File: src/rtl/cap_walk_pkg.sv
package cap_walk_pkg;

  typedef enum logic [2:0] {
    ST_IDLE,
    ST_READ,
    ST_DATA,
    ST_LINK,
    ST_NEW
  } walk_state_e;

  localparam logic OP_FIND   = 1'b0;
  localparam logic OP_APPEND = 1'b1;

endpackage

File: src/rtl/cap_ptr_check.sv
module cap_ptr_check #(
  parameter int OFF_W = 12,
  parameter int LO    = 'h100,
  parameter int HI    = 'hFF8
) (
  input  logic [OFF_W-1:0] off,
  output logic             ok
);
  localparam logic [OFF_W-1:0] LO_V = OFF_W'(LO);
  localparam logic [OFF_W-1:0] HI_V = OFF_W'(HI);

  always_comb begin
    ok = (off >= LO_V) && (off <= HI_V) && (off[1:0] == 2'b00);
  end
endmodule

File: src/rtl/cap_hdr_eval.sv
module cap_hdr_eval #(
  parameter int ID_W     = 16,
  parameter int VER_W    = 4,
  parameter int OFF_W    = 12,
  parameter int REQ_ID_W = 32
) (
  input  logic [ID_W+VER_W+OFF_W-1:0] hdr,
  input  logic                        at_base,
  input  logic [REQ_ID_W-1:0]         req_id,
  output logic                        empty,
  output logic                        id_hit,
  output logic                        nxt_zero,
  output logic [OFF_W-1:0]            nxt
);
  localparam int DATA_W  = ID_W + VER_W + OFF_W;
  localparam int NXT_LSB = ID_W + VER_W;

  logic upper_clear;

  generate
    if (REQ_ID_W > ID_W) begin : g_wide
      assign upper_clear = (req_id[REQ_ID_W-1:ID_W] == '0);
    end else begin : g_narrow
      assign upper_clear = 1'b1;
    end
  endgenerate

  always_comb begin
    nxt      = hdr[DATA_W-1:NXT_LSB];
    nxt_zero = (nxt == '0);
    empty    = at_base && (hdr == '0);
    id_hit   = upper_clear && (hdr[ID_W-1:0] == req_id[ID_W-1:0]);
  end
endmodule

File: src/rtl/cap_step_guard.sv
module cap_step_guard #(
  parameter int MAX_STEPS = 1024
) (
  input  logic clk,
  input  logic rst,
  input  logic clr,
  input  logic inc,
  output logic limit_hit
);
  localparam int CNT_W = $clog2(MAX_STEPS) + 1;
  localparam logic [CNT_W-1:0] LAST = CNT_W'(MAX_STEPS - 1);

  logic [CNT_W-1:0] cnt;

  always_ff @(posedge clk) begin
    if (rst || clr) begin
      cnt <= '0;
    end else if (inc) begin
      cnt <= cnt + 1'b1;
    end
  end

  always_comb begin
    limit_hit = (cnt >= LAST);
  end
endmodule

File: src/rtl/cap_chain_walker.sv
module cap_chain_walker
  import cap_walk_pkg::*;
#(
  parameter int ID_W      = 16,
  parameter int VER_W     = 4,
  parameter int OFF_W     = 12,
  parameter int REQ_ID_W  = 32,
  parameter int BASE_OFF  = 'h100,
  parameter int LAST_OFF  = 'hFF8,
  parameter int MAX_STEPS = 1024,
  localparam int DATA_W   = ID_W + VER_W + OFF_W,
  localparam int ADDR_W   = OFF_W - 2
) (
  input  logic                clk,
  input  logic                rst,
  input  logic                start,
  input  logic                op,
  input  logic [REQ_ID_W-1:0] req_id,
  input  logic [VER_W-1:0]    req_ver,
  input  logic [OFF_W-1:0]    req_off,
  output logic                busy,
  output logic                done,
  output logic [OFF_W-1:0]    found_off,
  output logic [OFF_W-1:0]    prev_off,
  output logic                err_ptr,
  output logic                err_align,
  output logic                err_loop,
  output logic                mem_re,
  output logic                mem_we,
  output logic [ADDR_W-1:0]   mem_addr,
  output logic [DATA_W-1:0]   mem_wdata,
  input  logic [DATA_W-1:0]   mem_rdata
);
  localparam int NXT_LSB = ID_W + VER_W;
  localparam logic [OFF_W-1:0] BASE_V = OFF_W'(BASE_OFF);

  function automatic logic [DATA_W-1:0] make_hdr(input logic [ID_W-1:0] id,
                                                 input logic [VER_W-1:0] ver);
    return {{OFF_W{1'b0}}, ver, id};
  endfunction

  walk_state_e state;

  logic                op_q;
  logic [REQ_ID_W-1:0] id_q;
  logic [VER_W-1:0]    ver_q;
  logic [OFF_W-1:0]    off_q;
  logic [OFF_W-1:0]    cur;
  logic [OFF_W-1:0]    prv;

  logic                empty, id_hit, nxt_zero, nxt_ok, req_ok, limit_hit;
  logic [OFF_W-1:0]    nxt;
  logic                accept;

  assign accept = (state == ST_IDLE) && start;
  assign busy   = (state != ST_IDLE);

  cap_hdr_eval #(
    .ID_W(ID_W), .VER_W(VER_W), .OFF_W(OFF_W), .REQ_ID_W(REQ_ID_W)
  ) hdr_eval_i (
    .hdr      (mem_rdata),
    .at_base  (cur == BASE_V),
    .req_id   (id_q),
    .empty    (empty),
    .id_hit   (id_hit),
    .nxt_zero (nxt_zero),
    .nxt      (nxt)
  );

  cap_ptr_check #(.OFF_W(OFF_W), .LO(BASE_OFF), .HI(LAST_OFF)) nxt_chk_i (
    .off (nxt),
    .ok  (nxt_ok)
  );

  cap_ptr_check #(.OFF_W(OFF_W), .LO(BASE_OFF), .HI(LAST_OFF)) req_chk_i (
    .off (req_off),
    .ok  (req_ok)
  );

  cap_step_guard #(.MAX_STEPS(MAX_STEPS)) guard_i (
    .clk       (clk),
    .rst       (rst),
    .clr       (accept),
    .inc       (state == ST_DATA),
    .limit_hit (limit_hit)
  );

  always_ff @(posedge clk) begin
    if (rst) begin
      state     <= ST_IDLE;
      done      <= 1'b0;
      mem_re    <= 1'b0;
      mem_we    <= 1'b0;
      mem_addr  <= '0;
      mem_wdata <= '0;
      op_q      <= OP_FIND;
      id_q      <= '0;
      ver_q     <= '0;
      off_q     <= '0;
      cur       <= '0;
      prv       <= '0;
      found_off <= '0;
      prev_off  <= '0;
      err_ptr   <= 1'b0;
      err_align <= 1'b0;
      err_loop  <= 1'b0;
    end else begin
      done <= 1'b0;
      case (state)
        ST_IDLE: begin
          if (start) begin
            op_q      <= op;
            id_q      <= req_id;
            ver_q     <= req_ver;
            off_q     <= req_off;
            found_off <= '0;
            prev_off  <= '0;
            err_ptr   <= 1'b0;
            err_align <= 1'b0;
            err_loop  <= 1'b0;
            if (op == OP_APPEND && req_off[1:0] != 2'b00) begin
              err_align <= 1'b1;
              done      <= 1'b1;
            end else if (op == OP_APPEND && !req_ok) begin
              err_ptr <= 1'b1;
              done    <= 1'b1;
            end else if (op == OP_APPEND && req_off == BASE_V) begin
              found_off <= BASE_V;
              mem_we    <= 1'b1;
              mem_addr  <= BASE_V[OFF_W-1:2];
              mem_wdata <= make_hdr(req_id[ID_W-1:0], req_ver);
              state     <= ST_NEW;
            end else begin
              cur      <= BASE_V;
              prv      <= '0;
              mem_re   <= 1'b1;
              mem_addr <= BASE_V[OFF_W-1:2];
              state    <= ST_READ;
            end
          end
        end

        ST_READ: begin
          mem_re <= 1'b0;
          state  <= ST_DATA;
        end

        ST_DATA: begin
          if (empty) begin
            err_ptr <= (op_q == OP_APPEND);
            done    <= 1'b1;
            state   <= ST_IDLE;
          end else if (op_q == OP_FIND && id_hit) begin
            found_off <= cur;
            prev_off  <= prv;
            done      <= 1'b1;
            state     <= ST_IDLE;
          end else if (nxt_zero) begin
            prev_off <= cur;
            if (op_q == OP_APPEND) begin
              found_off <= off_q;
              mem_we    <= 1'b1;
              mem_addr  <= cur[OFF_W-1:2];
              mem_wdata <= {off_q, mem_rdata[NXT_LSB-1:0]};
              state     <= ST_LINK;
            end else begin
              done  <= 1'b1;
              state <= ST_IDLE;
            end
          end else if (!nxt_ok) begin
            err_ptr  <= 1'b1;
            prev_off <= cur;
            done     <= 1'b1;
            state    <= ST_IDLE;
          end else if (limit_hit) begin
            err_loop <= 1'b1;
            prev_off <= cur;
            done     <= 1'b1;
            state    <= ST_IDLE;
          end else begin
            prv      <= cur;
            cur      <= nxt;
            mem_re   <= 1'b1;
            mem_addr <= nxt[OFF_W-1:2];
            state    <= ST_READ;
          end
        end

        ST_LINK: begin
          mem_we    <= 1'b1;
          mem_addr  <= off_q[OFF_W-1:2];
          mem_wdata <= make_hdr(id_q[ID_W-1:0], ver_q);
          state     <= ST_NEW;
        end

        ST_NEW: begin
          mem_we <= 1'b0;
          done   <= 1'b1;
          state  <= ST_IDLE;
        end

        default: state <= ST_IDLE;
      endcase
    end
  end
endmodule

File: config.mk
export PLATFORM = sky130hd
export DESIGN_NAME = cap_chain_walker
export DESIGN_NICKNAME = d
export VERILOG_FILES = /design/src/rtl/cap_walk_pkg.sv /design/src/rtl/cap_ptr_check.sv /design/src/rtl/cap_hdr_eval.sv /design/src/rtl/cap_step_guard.sv /design/src/rtl/cap_chain_walker.sv
export SDC_FILE = /design/constraint.sdc
export NUM_CORES = 1
export LEC_CHECK = 0
export ABC_AREA = 1
export BUFFER_PORTS_ARGS = -buffer_cell sky130_fd_sc_hd__buf_4
export CAP_MARGIN = 25
export CORE_AREA = 2 2 123 125
export DETAILED_ROUTE_END_ITERATION = 10
export DIE_AREA = 0 0 125 127
export PLACE_DENSITY = 0.88
export SYNTH_ARGS = -nofsm -noshare
export SYNTH_HDL_FRONTEND = slang
export SYNTH_SLANG_ARGS = --single-unit
File: constraint.sdc
create_clock -name clk -period 2.1 [get_ports clk]
set_input_delay 0.42 -clock clk [delete_from_list [all_inputs] [get_ports clk]]
set_output_delay 0.42 -clock clk [all_outputs]
set_load 0.05 [all_outputs]
==> flow_summary.toml <==
[cts]
cts_tree = "built"
clock-sinks = 159
h-tree-depth = 4
cts_hold_buf = 0
cts.clk_slew.worst_paths_ps = 60
ctsLongestPathBuffers = 2
cts_root_buf = "clkbuf_16"
post_cts_buffers = 0
clkLatencyLatePin_ps = 430
cts-buffers-inserted = 17

[job]
maxCapViolations = 0

[worst_hold_path]
min_path_type = "primary input to flop"

[route]
drtIter0Drc = 890
via_per_inst = 5.44
vias = 8770
drtPass1Iterations = 5
wl_per_cell_um = 15.7
antenna_left = 0
drc = 0
wirelength_um = 25300

[global_route]
grt_pass1_vias = 7977
grt_overflow_total = 0
grt_max_degree = 57
grt_pass1_wl_um = 40500
antenna_found_initial = 0
grt_usage = 0.317

[placement]
post_dp_cell_area_um2 = 9650
place_congestion = 0.977
dp_hpwl_um = 18400
portBuffers = 156

[timing]
worst_pin_slew_ps = 419
setup_viol_count_final = 0
final-hold-violation-count = 0
min_period_ps = 2030
slew_violations = 0
fmax_mhz = 493
fin_tns_setup_ps = 0
slew_headroom = 0.720
rsz0062_at_grt = "true"
final.setup_skew_ps = 5.93
period_share = 0.967

[worst_setup_path]
worstSetupPathType = "flop to output port"
cp-end-kind = "output port"
startpoint_type = "flop"
reg2reg_from = "id_q[25]$_SDFFE_PP0P_"
required_ps = 1680
worst-path-max-fanout = 6
worstSetupEndpoint = "busy"
r2r-end = "found_off[4]$_SDFFE_PP0P_"
r2r_slack_ps = 120
arrival_ps = 1610
startpoint = "state[0]$_SDFFE_PP0P_"
rr_worst_depth = 12

[synthesis]
netlist.area_leader.share = 0.405
synth_seq_cells = 159
ys_seq_area_frac = 0.405
synth_area_um2 = 7860
synth_cells = 1226
ys_types = 37
async_flop_share = 0
synth_top_area_cell = "dfxtp_1"
ys.flop_type = "dfxtp_1"
yosys_warnings = 0
synth_nets = 1311
synth_edf_count = 0
synth.area.top_cells = "dfxtp_1 (41%), nand2_1 (14%), nor2_1 (11%)"
synth.avg_cell_area_um2 = 6.41

[floorplanning]
initial_core_util = 0.545
die_area_um2 = 15900
die_h_um = 127
placementRows = 44
die_x_um = 125
core_area_um2 = 14400
ios = 157

[finish]
drive_above_1_share = 0.210
final_nets = 1500
final_area_um2 = 10300
area_delta_synth_final_pct = 31.3
antenna_cells = 0

[pwr]
cellPowerDensity_nw_per_um2 = 844
leakagePower_uw = 0.00492
power_uw = 8710
ir_drop_v = 0.000566

[outcome]
status = "completed"
## worst min path at each step
| stage | startpoint | endpoint | slack (ps) | cells past startpoint |
|---|---|---|---|---|
| global route | req_id[18] | id_q[18]$_SDFFE_PP0P_ | 220 | 3 |
| detailed placement | mem_re$_SDFFE_PP0P_ | mem_re$_SDFFE_PP0P_ | 440 | 2 |
| global placement | ver_q[3]$_SDFFE_PP0P_ | ver_q[3]$_SDFFE_PP0P_ | 440 | 2 |
| CTS | req_id[27] | id_q[27]$_SDFFE_PP0P_ | 200 | 3 |
| floorplan | ver_q[3]$_SDFFE_PP0P_ | ver_q[3]$_SDFFE_PP0P_ | 420 | 2 |
| finish | req_id[27] | id_q[27]$_SDFFE_PP0P_ | 210 | 3 |
## cell usage after synthesis, types with 15 or more instances
cell and number:
a21oi_1 91, nand2_1 301, inv_1 139, a31oi_1 15, dfxtp_1 159, nand3_1 48
clkbuf_1 29, nor3_1 17, o22ai_1 23, nor2_1 229, nand4_1 17, o21ai_0 73
buf_2 19
## flip-flops by register name, summed over array words and instances, names as in the netlist, 3 cells and up
name	flops
id_q	32
off_q	12
guard_i.cnt	11
found_off	12
prv	12
prev_off	12
mem_wdata	32
ver_q	4
cur	12
mem_addr	10
state	3
## timing repair
action,CTS,global route
setup endpoints to repair,1,67
pin swaps,1,5
cloned,0,1
resized for setup,2,16
## cells by family after synthesis
group | share of synthesized area
adders and majority gates | 0.00159
buffers and inverters | 0.108
DFF | 0.405
AOI/OAI and AO/OA | 0.150
xor gates and xnor gates | 0.00557
and+or+nand+nor | 0.330
## critical path, stage by stage, from the launching register on
cell and delay, ps:
dfxtp_1 340, nor2_2 180, inv_2 80, nor2_4 160, inv_1 180, buf_4 240
## power breakdown
group,internal [uW],switching [uW]
clock,1920,1240
sequential,3290,146
combinational,742,1380
## per-stage QoR
step / hold WS, ps / setup WS (ps) / utilization / cells
global placement: 438 / -47.8 / 0.669 / 1579
global route: 223 / -56.2 / 0.716 / 1611
CTS: 204 / 8.86 / 0.711 / 1610
floorplan: 425 / 181 / - / 1226
finish: 210 / 70.0 / 0.716 / 1611
detailed placement: 444 / -88.6 / 0.669 / 1579
## cell type report
cell class | count | area, um^2
timing repair buffer | 229 | 1860
multi-input combinational | 857 | 3880
clock buffer | 20 | 457
tap | 184 | 230
inverter | 151 | 569
fill | 1206 | 4100
clock inverter | 11 | 139
sequential | 159 | 3180
## layout by cell type (no fill, tap or decap), types with 2 or more instances in the layout
master | netlist | layout
a211oi_1 | 4 | 4
a21oi_1 | 91 | 91
a31oi_1 | 15 | 15
buf_12 | 0 | 10
buf_4 | 1 | 218
bufinv_16 | 0 | 3
clkbuf_16 | 0 | 18
clkbuf_8 | 0 | 2
clkinv_2 | 0 | 5
clkinvlp_4 | 0 | 2
dfxtp_1 | 159 | 158
inv_1 | 139 | 139
inv_2 | 12 | 11
nand2_1 | 301 | 298
nand2_2 | 3 | 5
nand2_4 | 1 | 2
nand3_1 | 48 | 47
nand3b_1 | 5 | 5
nand4_1 | 17 | 17
nor2_1 | 229 | 221
nor2_2 | 3 | 10
nor2_4 | 4 | 5
nor3_1 | 17 | 17
o211ai_1 | 6 | 6
o21ai_0 | 73 | 72
o221ai_1 | 2 | 2
o22ai_1 | 23 | 23
xnor2_1 | 2 | 2
xor2_1 | 3 | 3
## layer usage
layer	global-route usage	part of all wire	vias up
met5	0	0	-
met2	0.488	0.44	448
met1	0.427	0.43	3992
met3	0.0867	0.10	52
li1	-	-	4278
met4	0.123	0.027	0
Power figures use the tool's default switching activity.
